### src/rtl/mdio_quad_pkg.sv
package mdio_quad_pkg;
  localparam int ADDR_W = 5;
  localparam int WORD_W = 16;

  typedef enum logic [2:0] {
    FS_PRE,
    FS_START,
    FS_OPC,
    FS_ADDR,
    FS_TURN,
    FS_DATA
  } fsm_t;

  localparam logic [1:0] OPC_READ  = 2'b10;
  localparam logic [1:0] OPC_WRITE = 2'b01;

  localparam logic [ADDR_W-1:0] RA_CTRL = 5'd0;
  localparam logic [ADDR_W-1:0] RA_STAT = 5'd1;
  localparam logic [ADDR_W-1:0] RA_EVNT = 5'd17;
  localparam logic [ADDR_W-1:0] RA_ERRC = 5'd21;
endpackage

### src/rtl/mdio_frame_fsm.sv
module mdio_frame_fsm
  import mdio_quad_pkg::*;
#(
  parameter int PRE_MIN = 32,
  parameter int SYNC_N  = 2
) (
  input  logic                clk,
  input  logic                rst_n,
  input  logic                mdc,
  input  logic                mdio_i,
  input  logic                hit,
  input  logic [WORD_W-1:0]   rd_word,
  output logic [ADDR_W-1:0]   phy_a,
  output logic [ADDR_W-1:0]   reg_a,
  output logic                rd_stb,
  output logic                wr_stb,
  output logic [WORD_W-1:0]   wdata,
  output logic                mdio_o,
  output logic                mdio_oe
);
  localparam int PCW = $clog2(PRE_MIN + 1);
  localparam int IW  = $clog2(WORD_W);

  logic [SYNC_N-1:0]     mdc_sy, dat_sy;
  logic                  mdc_d;
  logic                  rise, bit_s;
  fsm_t                  st;
  logic [PCW-1:0]        pre_cnt;
  logic [IW-1:0]         idx;
  logic                  op_hi, op_rd, ans;
  logic [2*ADDR_W-1:0]   addr_sh;
  logic [WORD_W-1:0]     dsh, tx_sh;

  // bus input synchroniser
  always_ff @(posedge clk or negedge rst_n) begin
    if (!rst_n) begin
      mdc_sy <= '0;
      dat_sy <= '1;
      mdc_d  <= 1'b0;
    end else begin
      mdc_sy <= {mdc_sy[SYNC_N-2:0], mdc};
      dat_sy <= {dat_sy[SYNC_N-2:0], mdio_i};
      mdc_d  <= mdc_sy[SYNC_N-1];
    end
  end

  assign rise  = mdc_sy[SYNC_N-1] & ~mdc_d;
  assign bit_s = dat_sy[SYNC_N-1];
  assign phy_a = addr_sh[2*ADDR_W-1:ADDR_W];
  assign reg_a = addr_sh[ADDR_W-1:0];

  always_ff @(posedge clk or negedge rst_n) begin
    if (!rst_n) begin
      st      <= FS_PRE;
      pre_cnt <= '0;
      idx     <= '0;
      op_hi   <= 1'b0;
      op_rd   <= 1'b0;
      ans     <= 1'b0;
      addr_sh <= '0;
      dsh     <= '0;
      tx_sh   <= '0;
      rd_stb  <= 1'b0;
      wr_stb  <= 1'b0;
      wdata   <= '0;
      mdio_o  <= 1'b1;
      mdio_oe <= 1'b0;
    end else begin
      rd_stb <= 1'b0;
      wr_stb <= 1'b0;
      if (rd_stb) begin
        ans   <= hit;
        tx_sh <= rd_word;
      end
      if (rise) begin
        unique case (st)
          FS_PRE: begin
            if (bit_s) begin
              if (pre_cnt != PCW'(PRE_MIN)) pre_cnt <= pre_cnt + 1'b1;
            end else begin
              if (pre_cnt == PCW'(PRE_MIN)) st <= FS_START;
              pre_cnt <= '0;
            end
          end
          FS_START: begin
            idx <= '0;
            st  <= bit_s ? FS_OPC : FS_PRE;
          end
          FS_OPC: begin
            if (idx == '0) begin
              op_hi <= bit_s;
              idx   <= 1'b1;
            end else begin
              idx <= '0;
              if ({op_hi, bit_s} == OPC_READ) begin
                op_rd <= 1'b1;
                st    <= FS_ADDR;
              end else if ({op_hi, bit_s} == OPC_WRITE) begin
                op_rd <= 1'b0;
                st    <= FS_ADDR;
              end else begin
                st <= FS_PRE;
              end
            end
          end
          FS_ADDR: begin
            addr_sh <= {addr_sh[2*ADDR_W-2:0], bit_s};
            if (idx == IW'(2*ADDR_W-1)) begin
              idx    <= '0;
              st     <= FS_TURN;
              rd_stb <= op_rd;
            end else begin
              idx <= idx + 1'b1;
            end
          end
          FS_TURN: begin
            if (idx == '0) begin
              idx <= 1'b1;
              if (op_rd && ans) begin
                mdio_oe <= 1'b1;
                mdio_o  <= 1'b0;
              end
            end else begin
              idx <= '0;
              st  <= FS_DATA;
              if (op_rd && ans) begin
                mdio_o <= tx_sh[WORD_W-1];
                tx_sh  <= {tx_sh[WORD_W-2:0], 1'b0};
              end
            end
          end
          FS_DATA: begin
            dsh <= {dsh[WORD_W-2:0], bit_s};
            if (idx == IW'(WORD_W-1)) begin
              idx     <= '0;
              st      <= FS_PRE;
              mdio_oe <= 1'b0;
              mdio_o  <= 1'b1;
              ans     <= 1'b0;
              if (!op_rd) begin
                wr_stb <= 1'b1;
                wdata  <= {dsh[WORD_W-2:0], bit_s};
              end
            end else begin
              idx <= idx + 1'b1;
              if (mdio_oe) begin
                mdio_o <= tx_sh[WORD_W-1];
                tx_sh  <= {tx_sh[WORD_W-2:0], 1'b0};
              end
            end
          end
          default: st <= FS_PRE;
        endcase
      end
    end
  end
endmodule

### src/rtl/mdio_port_regs.sv
module mdio_port_regs
  import mdio_quad_pkg::*;
#(
  parameter int   CNT_W  = 16,
  parameter logic AN_DEF = 1'b1
) (
  input  logic                clk,
  input  logic                rst_n,
  input  logic                link_up,
  input  logic                jabber,
  input  logic                rfault_evt,
  input  logic                aneg_done_evt,
  input  logic                rx_err,
  input  logic                rd_hit,
  input  logic                wr_hit,
  input  logic [ADDR_W-1:0]   reg_a,
  input  logic [WORD_W-1:0]   wdata,
  output logic [WORD_W-1:0]   rdata,
  output logic                loopback,
  output logic                aneg_en,
  output logic                full_dup,
  output logic                irq,
  output logic                srst_o,
  output logic                lnk_o,
  output logic [CNT_W-1:0]    cnt_o
);
  localparam logic [CNT_W-1:0] CNT_MAX = '1;

  logic             srst_q, loop_q, anen_q, fdx_q;
  logic             lnk_q, jab_q, link_d;
  logic [2:0]       ien_q, ist_q, ev;
  logic [CNT_W-1:0] cnt_q;
  logic             rd_stat, rd_evnt, rd_errc;
  logic             unused_wd;

  assign rd_stat   = rd_hit && (reg_a == RA_STAT);
  assign rd_evnt   = rd_hit && (reg_a == RA_EVNT);
  assign rd_errc   = rd_hit && (reg_a == RA_ERRC);
  assign ev        = {link_d & ~link_up, rfault_evt, aneg_done_evt};
  assign unused_wd = ^{wdata[13], wdata[11:9], wdata[7:0], wdata[15:11]};

  // control register: writable fields plus self-clearing soft reset
  always_ff @(posedge clk or negedge rst_n) begin
    if (!rst_n) begin
      srst_q <= 1'b0;
      loop_q <= 1'b0;
      anen_q <= AN_DEF;
      fdx_q  <= 1'b0;
    end else if (srst_q) begin
      srst_q <= 1'b0;
      loop_q <= 1'b0;
      anen_q <= AN_DEF;
      fdx_q  <= 1'b0;
    end else if (wr_hit && (reg_a == RA_CTRL)) begin
      srst_q <= wdata[15];
      loop_q <= wdata[14];
      anen_q <= wdata[12];
      fdx_q  <= wdata[8];
    end
  end

  // status latches, event flags, enables, error counter
  always_ff @(posedge clk or negedge rst_n) begin
    if (!rst_n) begin
      lnk_q  <= 1'b0;
      jab_q  <= 1'b0;
      link_d <= 1'b0;
      ien_q  <= '0;
      ist_q  <= '0;
      cnt_q  <= '0;
    end else begin
      link_d <= link_up;
      lnk_q  <= rd_stat ? link_up : (lnk_q & link_up);
      jab_q  <= rd_stat ? jabber  : (jab_q | jabber);
      ist_q  <= (rd_evnt ? 3'b000 : ist_q) | ev;
      if (wr_hit && (reg_a == RA_EVNT)) ien_q <= wdata[10:8];
      if (rd_errc)
        cnt_q <= rx_err ? CNT_W'(1) : '0;
      else if (rx_err && (cnt_q != CNT_MAX))
        cnt_q <= cnt_q + 1'b1;
    end
  end

  always_comb begin
    rdata = '0;
    unique case (reg_a)
      RA_CTRL: rdata = {srst_q, loop_q, 1'b0, anen_q, 3'b000, fdx_q, 8'h00};
      RA_STAT: rdata = {13'h0, lnk_q, jab_q, 1'b1};
      RA_EVNT: rdata = {5'h0, ien_q, 5'h0, ist_q};
      RA_ERRC: rdata = WORD_W'(cnt_q);
      default: rdata = '0;
    endcase
  end

  assign loopback = loop_q;
  assign aneg_en  = anen_q;
  assign full_dup = fdx_q;
  assign irq      = |(ist_q & ien_q);
  assign srst_o   = srst_q;
  assign lnk_o    = lnk_q;
  assign cnt_o    = cnt_q;
endmodule

### src/rtl/mdio_quad_slave.sv
module mdio_quad_slave
  import mdio_quad_pkg::*;
#(
  parameter int NPORT   = 4,
  parameter int PRE_MIN = 32,
  parameter int CNT_W   = 16
) (
  input  logic             clk,
  input  logic             rst_n,
  input  logic             mdc,
  input  logic             mdio_i,
  output logic             mdio_o,
  output logic             mdio_oe,
  input  logic [2:0]       phy_strap,
  input  logic [NPORT-1:0] link_up,
  input  logic [NPORT-1:0] jabber,
  input  logic [NPORT-1:0] rfault_evt,
  input  logic [NPORT-1:0] aneg_done_evt,
  input  logic [NPORT-1:0] rx_err,
  output logic [NPORT-1:0] loopback,
  output logic [NPORT-1:0] aneg_en,
  output logic [NPORT-1:0] full_dup,
  output logic [NPORT-1:0] irq
);
  localparam int PW = $clog2(NPORT);

  logic [ADDR_W-1:0]      phy_a, reg_a, base_a;
  logic                   rd_stb, wr_stb, hit;
  logic [WORD_W-1:0]      wdata, rd_word;
  logic [NPORT-1:0]       sel, srst_vec, lnk_vec;
  logic [WORD_W-1:0]      prt_rd [NPORT];
  logic [NPORT*CNT_W-1:0] cnt_flat;

  assign base_a = {phy_strap, {PW{1'b0}}};
  assign hit    = |sel;

  mdio_frame_fsm #(.PRE_MIN(PRE_MIN), .SYNC_N(2)) frame_i (
    .clk     (clk),
    .rst_n   (rst_n),
    .mdc     (mdc),
    .mdio_i  (mdio_i),
    .hit     (hit),
    .rd_word (rd_word),
    .phy_a   (phy_a),
    .reg_a   (reg_a),
    .rd_stb  (rd_stb),
    .wr_stb  (wr_stb),
    .wdata   (wdata),
    .mdio_o  (mdio_o),
    .mdio_oe (mdio_oe)
  );

  for (genvar p = 0; p < NPORT; p++) begin : g_port
    logic [ADDR_W-1:0] my_a;
    assign my_a   = base_a + ADDR_W'(p + 1);
    assign sel[p] = (phy_a == my_a);

    mdio_port_regs #(.CNT_W(CNT_W), .AN_DEF(1'b1)) regs_i (
      .clk           (clk),
      .rst_n         (rst_n),
      .link_up       (link_up[p]),
      .jabber        (jabber[p]),
      .rfault_evt    (rfault_evt[p]),
      .aneg_done_evt (aneg_done_evt[p]),
      .rx_err        (rx_err[p]),
      .rd_hit        (rd_stb & sel[p]),
      .wr_hit        (wr_stb & sel[p]),
      .reg_a         (reg_a),
      .wdata         (wdata),
      .rdata         (prt_rd[p]),
      .loopback      (loopback[p]),
      .aneg_en       (aneg_en[p]),
      .full_dup      (full_dup[p]),
      .irq           (irq[p]),
      .srst_o        (srst_vec[p]),
      .lnk_o         (lnk_vec[p]),
      .cnt_o         (cnt_flat[p*CNT_W +: CNT_W])
    );
  end

  always_comb begin
    rd_word = '0;
    for (int p = 0; p < NPORT; p++)
      if (sel[p]) rd_word = rd_word | prt_rd[p];
  end
endmodule

### config.mk
export PLATFORM = sky130hd
export DESIGN_NAME = mdio_quad_slave
export DESIGN_NICKNAME = d
export VERILOG_FILES = /design/src/rtl/mdio_quad_pkg.sv /design/src/rtl/mdio_frame_fsm.sv /design/src/rtl/mdio_port_regs.sv /design/src/rtl/mdio_quad_slave.sv
export SDC_FILE = /design/constraint.sdc
export NUM_CORES = 1
export LEC_CHECK = 0
export BUFFER_PORTS_ARGS = -buffer_cell sky130_fd_sc_hd__buf_2
export CAP_MARGIN = 20
export CORE_ASPECT_RATIO = 0.75
export CORE_MARGIN = 3
export CORE_UTILIZATION = 55
export CTS_BUF_LIST = sky130_fd_sc_hd__clkbuf_4
export CTS_CLUSTER_SIZE = 10
export DETAILED_ROUTE_END_ITERATION = 12
export PLACE_DENSITY = 0.75
export SYNTH_ARGS = -nofsm -noshare
export SYNTH_HDL_FRONTEND = slang
export SYNTH_SLANG_ARGS = --single-unit
### constraint.sdc
create_clock -name clk -period 2.2 [get_ports clk]
set_input_delay 0.55 -clock clk [delete_from_list [all_inputs] [get_ports clk]]
set_output_delay 0.55 -clock clk [all_outputs]
set_load 0.05 [all_outputs]
# Word-level counts from Yosys, hierarchy flattened
# Index checks and enable logic that the tools add are counted.
[op_classes]
addsub = 10
n_eq_ne = 32
muxes = 110
n_bitwise = 39
n_reduce_logical = 55
[ops]
columns = ["operator", "n"]
rows = [
  ["2-to-1 mux 16 bit", 18],
  ["one-hot mux 16 bit (4 select lines)", 4],
  ["2-to-1 mux 1 bit", 66],
  ["adder 16 x 1 -> 16 bit (second input constant)", 4],
  ["!= test 16 bit (second input constant)", 4],
  ["OR 16 bit", 3],
  ["2-to-1 mux 3 bit", 11],
  ["one-hot mux 16 bit (2 select lines)", 1],
  ["logical AND 1 bit", 25],
  ["== test 5 bit", 4],
  ["nonzero test 2 bit", 10],
  ["one-hot mux 3 bit (6 select lines)", 1],
  ["AND 1 bit", 17],
  ["one-hot mux 4 bit (4 select lines)", 1],
  ["AND 3 bit", 4],
  ["2-to-1 mux 6 bit", 2],
  ["OR 3 bit", 4],
  ["AND reduction 4 bit", 3],
  ["OR reduction 3 bit", 4],
  ["adder 5 x 2 -> 5 bit (second input constant)", 2],
  ["== test 5 bit (second input constant)", 2],
  ["!= test 2 x 1 -> 1 bit (second input constant)", 5],
  ["== test 4 bit (second input constant)", 2],
  ["2-to-1 mux 4 bit", 2],
  ["28 further kinds", 47],
]
[word_totals]
register_bits = 198
inputBits = 27
out_inout_bits = 18
elab_cells = 303

# Depth between registers and ports, before layout
# Gate-level depths: netlist of run 1.
[depth]
depth_word = 14
depth_mapped = 8
mapped_depth_nobuf = 7

# Hierarchy
# From an unflattened synthesis of run 1, not the netlist that was laid out.
[hier_totals]
hier_cells = 1056
area_unflattened_um2 = 11109.4
[modules_own_cells]
columns = ["mod", "instances", "cells_each", "area_per_inst_um2", "seq_area_each_um2"]
rows = [
  ["mdio_port_regs (g_port[0].regs_i ...)", 3, 170, 1675.4, 726.9],
  ["mdio_frame_fsm", 1, 290, 3753.6, 2055.7],
  ["mdio_port_regs (g_port[3].regs_i)", 1, 177, 1659.1, 726.9],
  ["mdio_quad_slave", 1, 79, 670.6, 0.0],
]

# Least setup slack after synthesis of run 1
# No wires, ideal clock.
[synth_path]
path_kind = "input -> register"
from = "in phy_strap[0]"
to = "reg g_port[3].regs_i.ien_q[0]"
setup_time_ps = 125
arrival_time_ps = 2174
required_ps = 2075
path_slack_ps = -99
cell_stages = 6
n_path_buf = 1
cell_sequence = "ha_1 xor2_1 or4b_1 buf_6 nor2_1 mux2_2"
[synth_between]
elab_chain_cells = 4
[synth_lines]
columns = ["item", "line_no", "source"]
rows = [
  ["from (decl)", "mdio_quad_slave.sv:14", "input logic [2:0] phy_strap,"],
  ["adder 5 x 3 -> 5 bit", "mdio_quad_slave.sv:55", "assign my_a = base_a + ADDR_W'(p + 1);"],
  ["== test 5 bit", "mdio_quad_slave.sv:56", "assign sel[p] = (phy_a == my_a);"],
  ["AND 1 bit", "mdio_quad_slave.sv:67", ".wr_hit (wr_stb & sel[p]),"],
  ["logical AND 1 bit", "mdio_port_regs.sv:76", "if (wr_hit && (reg_a == RA_EVNT)) ien_q <= wdata[10:8];"],
  ["to (signal assigned)", "mdio_port_regs.sv:76", ""],
  ["to (decl)", "mdio_port_regs.sv:31", "logic [2:0] ien_q, ist_q, ev;"],
]
# No other way between the ends.
# A chain may end at the register's enable or synchronous reset.

# Worst setup path in the final report of run 1
[layout_path]
from = "reg g_port[0].regs_i.ist_q[1]"
to = "out irq[0]"
[layout_between]
elab_chain_cells = 2
[layout_lines]
columns = ["item", "line_no", "source"]
rows = [
  ["from (decl)", "mdio_port_regs.sv:31", ""],
  ["from (signal assigned)", "mdio_port_regs.sv:75", "ist_q <= (rd_evnt ? 3'b000 : ist_q) | ev;"],
  ["AND 3 bit", "mdio_port_regs.sv:98", "assign irq = |(ist_q & ien_q);"],
  ["OR reduction 3 bit", "mdio_port_regs.sv:98", ""],
  ["to (decl)", "mdio_quad_slave.sv:23", "output logic [NPORT-1:0] irq"],
]
# No other way between the ends.

==> qor.txt, run 1 <==
Skew-Pair Late Insertion Delay = 610 ps
Maximum Capacitance Violations = 0
Clock Sinks = 188
Crit path cell chain = a222oi_1 > inv_1 > buf_6
Max_slew headroom = 62.56%
# nets final = 1,136
CTS tree = built
Vias per cell = 6.168
Syn Area/Cell = 9.925 um^2
Most common cell after layout, fill and taps aside = dfrtp_1
Die height = 122.6 um
Mapped Cells = 1,004
Final-layout fill cell count = 1,369
Final hold viol count = 0
Cell with the largest stage delay on the worst path = a222oi_1
GPL Wtd Cong = 0.9635
Post-Syn Nets = 1,042
Drt pass-1 iters = 5
Final worst path period need = 2356 ps
Layout cells sized above 1 = 22.41%
Worst Hold End = g_port[1].regs_i.link_d$_DFF_PN0_
Largest net degree at the start of global routing = 54
Synth Flop Type = dfrtp_1
R2R depth = 7
Post-DRT Antenna Nets = 0
Critical path class = reg2out
Critical path endpoint category = primary output
FF-to-FF End = frame_i.tx_sh[7]$_DFF_PN0_
Via count = 8,315
Port bufs = 44
Post-route cell area = 0.01128 mm^2
Initial DRC count = 1,040
Routed WL = 25.78 mm
Yosys reg bits = 188
Routed WL per cell = 19.12 um
Unrepaired setup endpoints after global routing = yes
Post-route DRC = 0
Power Density = 596.2 mW/mm^2
R2r startpoint = frame_i.st[1]$_DFFE_PN0P_
Arrival time worst endpoint = 1810 ps
TritonCTS buffer count = 17
GRT Total Usage = 27.10%
Startpoint types = flip-flop
Final Skew = 28.85 ps
Most frequent cells in the layout = 180 x dfrtp_1, 88 x nor2_1, 83 x buf_4, 70 x nand2_1, 58 x mux2_2
Post-Syn Area = 0.009965 mm^2
Critical path buffers and inverters = 2
Num rows = 41
Initial Util = 57.64%
Core area = 0.01729 mm^2
Worst Hold Path Cells = 1
Worst path required time = 1650 ps
Fin worst setup slack = -156.5 ps
Synth warn = 0
CTS max path bufs = 2
Yosys top cell by area = dfrtp_1
CP top delay family = compound AO/OA/AOI/OAI gates
FF-to-FF setup slack = 120 ps
Worst-margin pin slew = 560.2 ps
Yosys top cell area share = 45.45%
Die area = 0.01979 mm^2
Synth top area cells = dfrtp_1 45%, mux2_2 6.6%, nor2_1 3.4%
Final Max Tran Viols = 0
CTS H-tree lvls = 4
First-pass GRT wire length = 42.14 mm
Library cells used by synthesis = 78
Die width = 161.4 um
Clock root cell = clkbuf_4
Cell Area, Placed = 0.01078 mm^2
TNS Setup = -297.2 ps
Leakage = 4.802 nW
Clock-pin slew on the worst setup and hold paths = 190 ps
Fin crit share = 107.1%
Overflow after GRT = 0
Initial antenna violation count = 1
HP Class = in2reg
Maximum vdd drop = 448.2 uV
Slowest stage delay, CP = 510 ps
Hold wc startpoint = link_up[1]
Max Fclk = 424.4 MHz
Vias in the first global route = 7,871
Ys async rst share = 100.0%
Dpl hpwl = 18.92 mm
Violated checks = negative setup slack
Outcome = finished, violations left
Critical path peak fanout = 2
Area growth, synth to finish = 13.18%
Post-synthesis sequential area ratio = 47.30%
Io pins = 45
Post-synth EDFFs = 0
Final Setup Violations = 3
==> registers in the layout, summed over array words and instances (netlist names), 6 cells and up <==
name and cells:
frame_i.addr_sh 10, frame_i.dsh 15, frame_i.pre_cnt 6, frame_i.tx_sh 16, frame_i.wdata 6, g_port.regs_i.cnt_o 64
g_port.regs_i.ien_q 12, g_port.regs_i.ist_q 12
==> power breakdown <==
part           switching [mW]  internal (mW)  leakage [nW]
Clock                    1.49          0.574         0.166
Combinational           0.371          0.303          2.27
Sequential              0.318           3.67          2.37
==> how the worst max path moves through the flow <==
stage | from | to | cells past startpoint
after floorplan | phy_strap[0] | g_port[3].regs_i.ien_q[0]$_DFFE_PN0P_ | 6
after global placement | phy_strap[0] | g_port[3].regs_i.cnt_o[9]$_DFFE_PN0P_ | 8
after detailed placement | phy_strap[0] | frame_i.tx_sh[13]$_DFF_PN0_ | 9
after CTS | g_port[0].regs_i.ist_q[1]$_DFF_PN0_ | irq[0] | 3
after global routing | g_port[0].regs_i.ist_q[1]$_DFF_PN0_ | irq[0] | 3
final | g_port[0].regs_i.ist_q[1]$_DFF_PN0_ | irq[0] | 3
==> layout make-up <==
cell class	count	area [um^2]	share of cell area, %
antenna	1	2.502	0.02219
inverter	38	142.6	1.265
tap	236	295.3	2.618
sequential	188	4715	41.80
clock inverter	15	197.7	1.753
timing repair buffer	135	1002	8.886
clock buffer	17	127.6	1.132
multi-input combinational	718	4796	42.52
==> worst reg2reg max path, delay by kind of cell, from the launching register on <==
family	cells	cell delay, ps
AOI/OAI and AO/OA	2	430
buffers and inverters	2	390
DFF	1	420
and+or+nand+nor	3	750
==> what timing repair did <==
action | 4_1_cts | 5_1_grt
resized for setup | 8 | 7
pin swaps | 4 | 4
setup buffers | 9 | 3
endpoints found under the hold margin | 44 | 0
hold buffers | 3 | 0
endpoints found under the setup margin | 15 | 36
==> cells by family (layout without fill, tap and decap cells) <==
logic type	after synthesis	in the layout	share of synthesized area, %
and+or+nand+nor	346	346	18.08
AOI/OAI and AO/OA	239	239	15.91
DFF	188	188	47.30
buffers and inverters	98	205	4.771
muxes	76	76	8.363
xor gates and xnor gates	46	46	4.194
adders and majority gates	11	11	1.381
other	0	1	0
==> through the flow <==
step | hold WS (ps) | utilization, % | power [mW] | setup slack (ps) | cells
2_1_floorplan | 254.4 | - | 4.365 | 33.61 | 1004
3_3_place_gp | 345.8 | 62.38 | 4.669 | -200.7 | 1300
3_5_place_dp | 350.7 | 62.38 | 4.710 | -284.0 | 1300
4_1_cts | 24.08 | 64.97 | 6.752 | -165.5 | 1344
5_1_grt | 23.93 | 65.24 | 7.051 | -255.2 | 1348
6_report | 60.86 | 65.24 | 6.724 | -156.5 | 1348
==> cells in the mapped netlist (7+ instances only) <==
library cell	instances
dfrtp_1	181
nor2_1	90
nand2_1	70
mux2_2	58
o21ai_0	54
a21oi_1	48
nand3_1	41
inv_1	38
clkbuf_1	26
xor2_1	24
nor3_1	21
xnor2_1	21
nand4_1	20
a22oi_1	19
mux2i_1	18
buf_4	16
buf_2	14
a31oi_1	13
and3_1	13
or3_1	13
nand2b_1	12
o211ai_1	12
ha_1	11
o22ai_1	11
a21o_1	10
a32oi_1	9
and4_1	9
nand3b_1	8
and2_1	7
dfstp_2	7
nor4_1	7
==> routing by layer <==
layer / GRT usage (%) / up-vias / part of all wire (%)
met5: 0 / - / 0
met4: 6.394 / 0 / 1.3
met3: 7.524 / 35 / 9.8
met2: 38.25 / 381 / 43
met1: 41.48 / 4039 / 46
li1: - / 3860 / -
(Power assumes the default switching activity.)
==> run 2: changes to the inputs <==
Settings changed: CORE_UTILIZATION 55 to 45, PLACE_DENSITY 0.75 to default.
==> qor.txt, run 2 (synthesized netlist as in run 1, its figures left out) <==
Outcome = finished, violations left
Violated checks = negative setup slack
Dpl hpwl = 20.03 mm
Post-DRT Antenna Nets = 0
Die area = 0.02398 mm^2
Fin crit share = 105.7%
Arrival time worst endpoint = 1770 ps
Post-route DRC = 0
Cell with the largest stage delay on the worst path = dfrtp_1
Final Max Tran Viols = 0
Clock root cell = clkbuf_4
Multi-input gate area = 0.004797 mm^2
Clock Sinks = 188
HP Class = in2reg
Most common cell after layout, fill and taps aside = dfrtp_1
Power Density = 588.4 mW/mm^2
FF-to-FF setup slack = 110 ps
Startpoint types = flip-flop
Pre-CTS WS = -270.8 ps
Drt pass-1 iters = 6
Worst Hold Path Cells = 1
Vias per cell = 5.858
DP Cell Count = 1,354
Routed WL per cell = 19.33 um
First-pass GRT wire length = 43.76 mm
Hold wc startpoint = link_up[1]
CTS tree = built
Worst path required time = 1650 ps
Maximum Capacitance Violations = 0
Maximum vdd drop = 378.5 uV
Critical path class = reg2out
Initial DRC count = 954
CTS max path bufs = 2
FF-to-FF End = frame_i.tx_sh[14]$_DFF_PN0_
Fin worst setup slack = -124.9 ps
Initial Util = 46.42%
Via count = 8,219
Final Setup Violations = 3
Largest net degree at the start of global routing = 49
Critical path endpoint category = primary output
Most frequent cells in the layout = 180 x dfrtp_1, 88 x nor2_1, 82 x buf_4, 70 x nand2_1, 58 x mux2_2
Final-layout fill cell count = 1,946
Skew-Pair Late Insertion Delay = 620 ps
Final Skew = 37.27 ps
CTS H-tree lvls = 4
Clock-pin slew on the worst setup and hold paths = 170 ps
R2R depth = 6
Die width = 177.8 um
Core area = 0.02147 mm^2
Overflow after GRT = 0
R2r startpoint = frame_i.addr_sh[0]$_DFFE_PN0P_
Port bufs = 44
Slowest stage delay, CP = 440 ps
Layout cells sized above 1 = 22.17%
Routed WL = 27.13 mm
Worst Hold End = g_port[1].regs_i.link_d$_DFF_PN0_
Critical path peak fanout = 3
Die height = 134.9 um
Max Fclk = 430.1 MHz
CP top delay family = flip-flops
Critical path buffers and inverters = 2
GPL Wtd Cong = 0.9237
Final hold viol count = 0
Largest register FFs = 64
GRT Total Usage = 23.72%
Vias in the first global route = 7,566
# nets final = 1,139
Final std cells w/o fill = 1,403
Final worst path period need = 2325 ps
Area growth, synth to finish = 13.95%
Crit path cell chain = a222oi_1 > inv_1 > buf_6
Num rows = 46
Worst-margin pin slew = 676.2 ps
Io pins = 45
Reg area = 0.004715 mm^2
TritonCTS buffer count = 17
Initial antenna violation count = 1
Leakage = 4.829 nW
Unrepaired setup endpoints after global routing = yes
Max_slew headroom = 54.50%
[run 2: changes by cell type in the layout (fill, tap and decap cells not counted), moves of 2 or more]
cell / before / now
inv_8: 3 / 1
dlygate4sd3_1: 3 / 5
clkbuf_4: 17 / 20
bufinv_16: 0 / 2
clkinv_8: 4 / 0
inv_12: 4 / 0
inv_6: 2 / 5
a2111oi_0: 2 / 0
clkinv_1: 0 / 2
buf_12: 4 / 6
[run 2: what timing repair did]
action	4_1_cts	5_1_grt
endpoints found under the setup margin	6	29
hold buffers	4	1
hold endpoints to repair	45	1
buffers inserted	8	3
pin swaps	5	4
resized for setup	9	10
[run 2: routing by layer]
metal	wire (um)	up-vias	GRT usage, %
li1	-	3862	-
met1	14100	4007	39.98
met2	10580	321	30.34
met3	2092	29	4.750
met4	358	0	5.623
met5	0	-	0
[run 2: cell type report]
| class | instances | share of cell area (%) |
|---|---|---|
| repair buffers | 138 | 9.256 |
| clock buffers | 20 | 1.322 |
| inverters | 38 | 1.256 |
| clock inverters | 12 | 1.201 |
| multi-input cells | 718 | 42.25 |
| flip-flops and latches | 188 | 41.52 |
| diodes | 1 | 0.02204 |
| well taps | 288 | 3.174 |
[run 2: power by group]
part,internal [mW],switching [mW],leakage (nW)
logic,0.305,0.373,2.30
registers,3.67,0.327,2.37
clock network,0.732,1.28,0.160
[run 2: how the worst max path moves through the flow]
stage / startpoint / end / slack (ps) / cells after the start
floorplan: phy_strap[0] / g_port[3].regs_i.ien_q[0]$_DFFE_PN0P_ / 30 / 6
global placement: phy_strap[0] / g_port[3].regs_i.cnt_o[0]$_DFFE_PN0P_ / -260 / 9
detailed placement: phy_strap[0] / g_port[3].regs_i.cnt_o[0]$_DFFE_PN0P_ / -270 / 9
CTS: g_port[0].regs_i.ist_q[1]$_DFF_PN0_ / irq[0] / -180 / 3
global route: g_port[3].regs_i.ist_q[1]$_DFF_PN0_ / irq[3] / -270 / 3
finish: g_port[0].regs_i.ist_q[0]$_DFF_PN0_ / irq[0] / -120 / 3
[run 2: metrics by stage]
stage	setup TNS, ps	util, %	instance area [um^2]	power (mW)	hold WS, ps
2_1_floorplan	0	-	9972	4.365	254.4
3_3_place_gp	-7111	50.66	10880	4.702	332.3
3_5_place_dp	-7753	50.66	10880	4.719	341.9
4_1_cts	-490.2	52.59	11290	6.729	24.94
5_1_grt	-830.1	52.89	11350	7.048	3.197
6_report	-246.9	52.89	11350	6.681	65.19
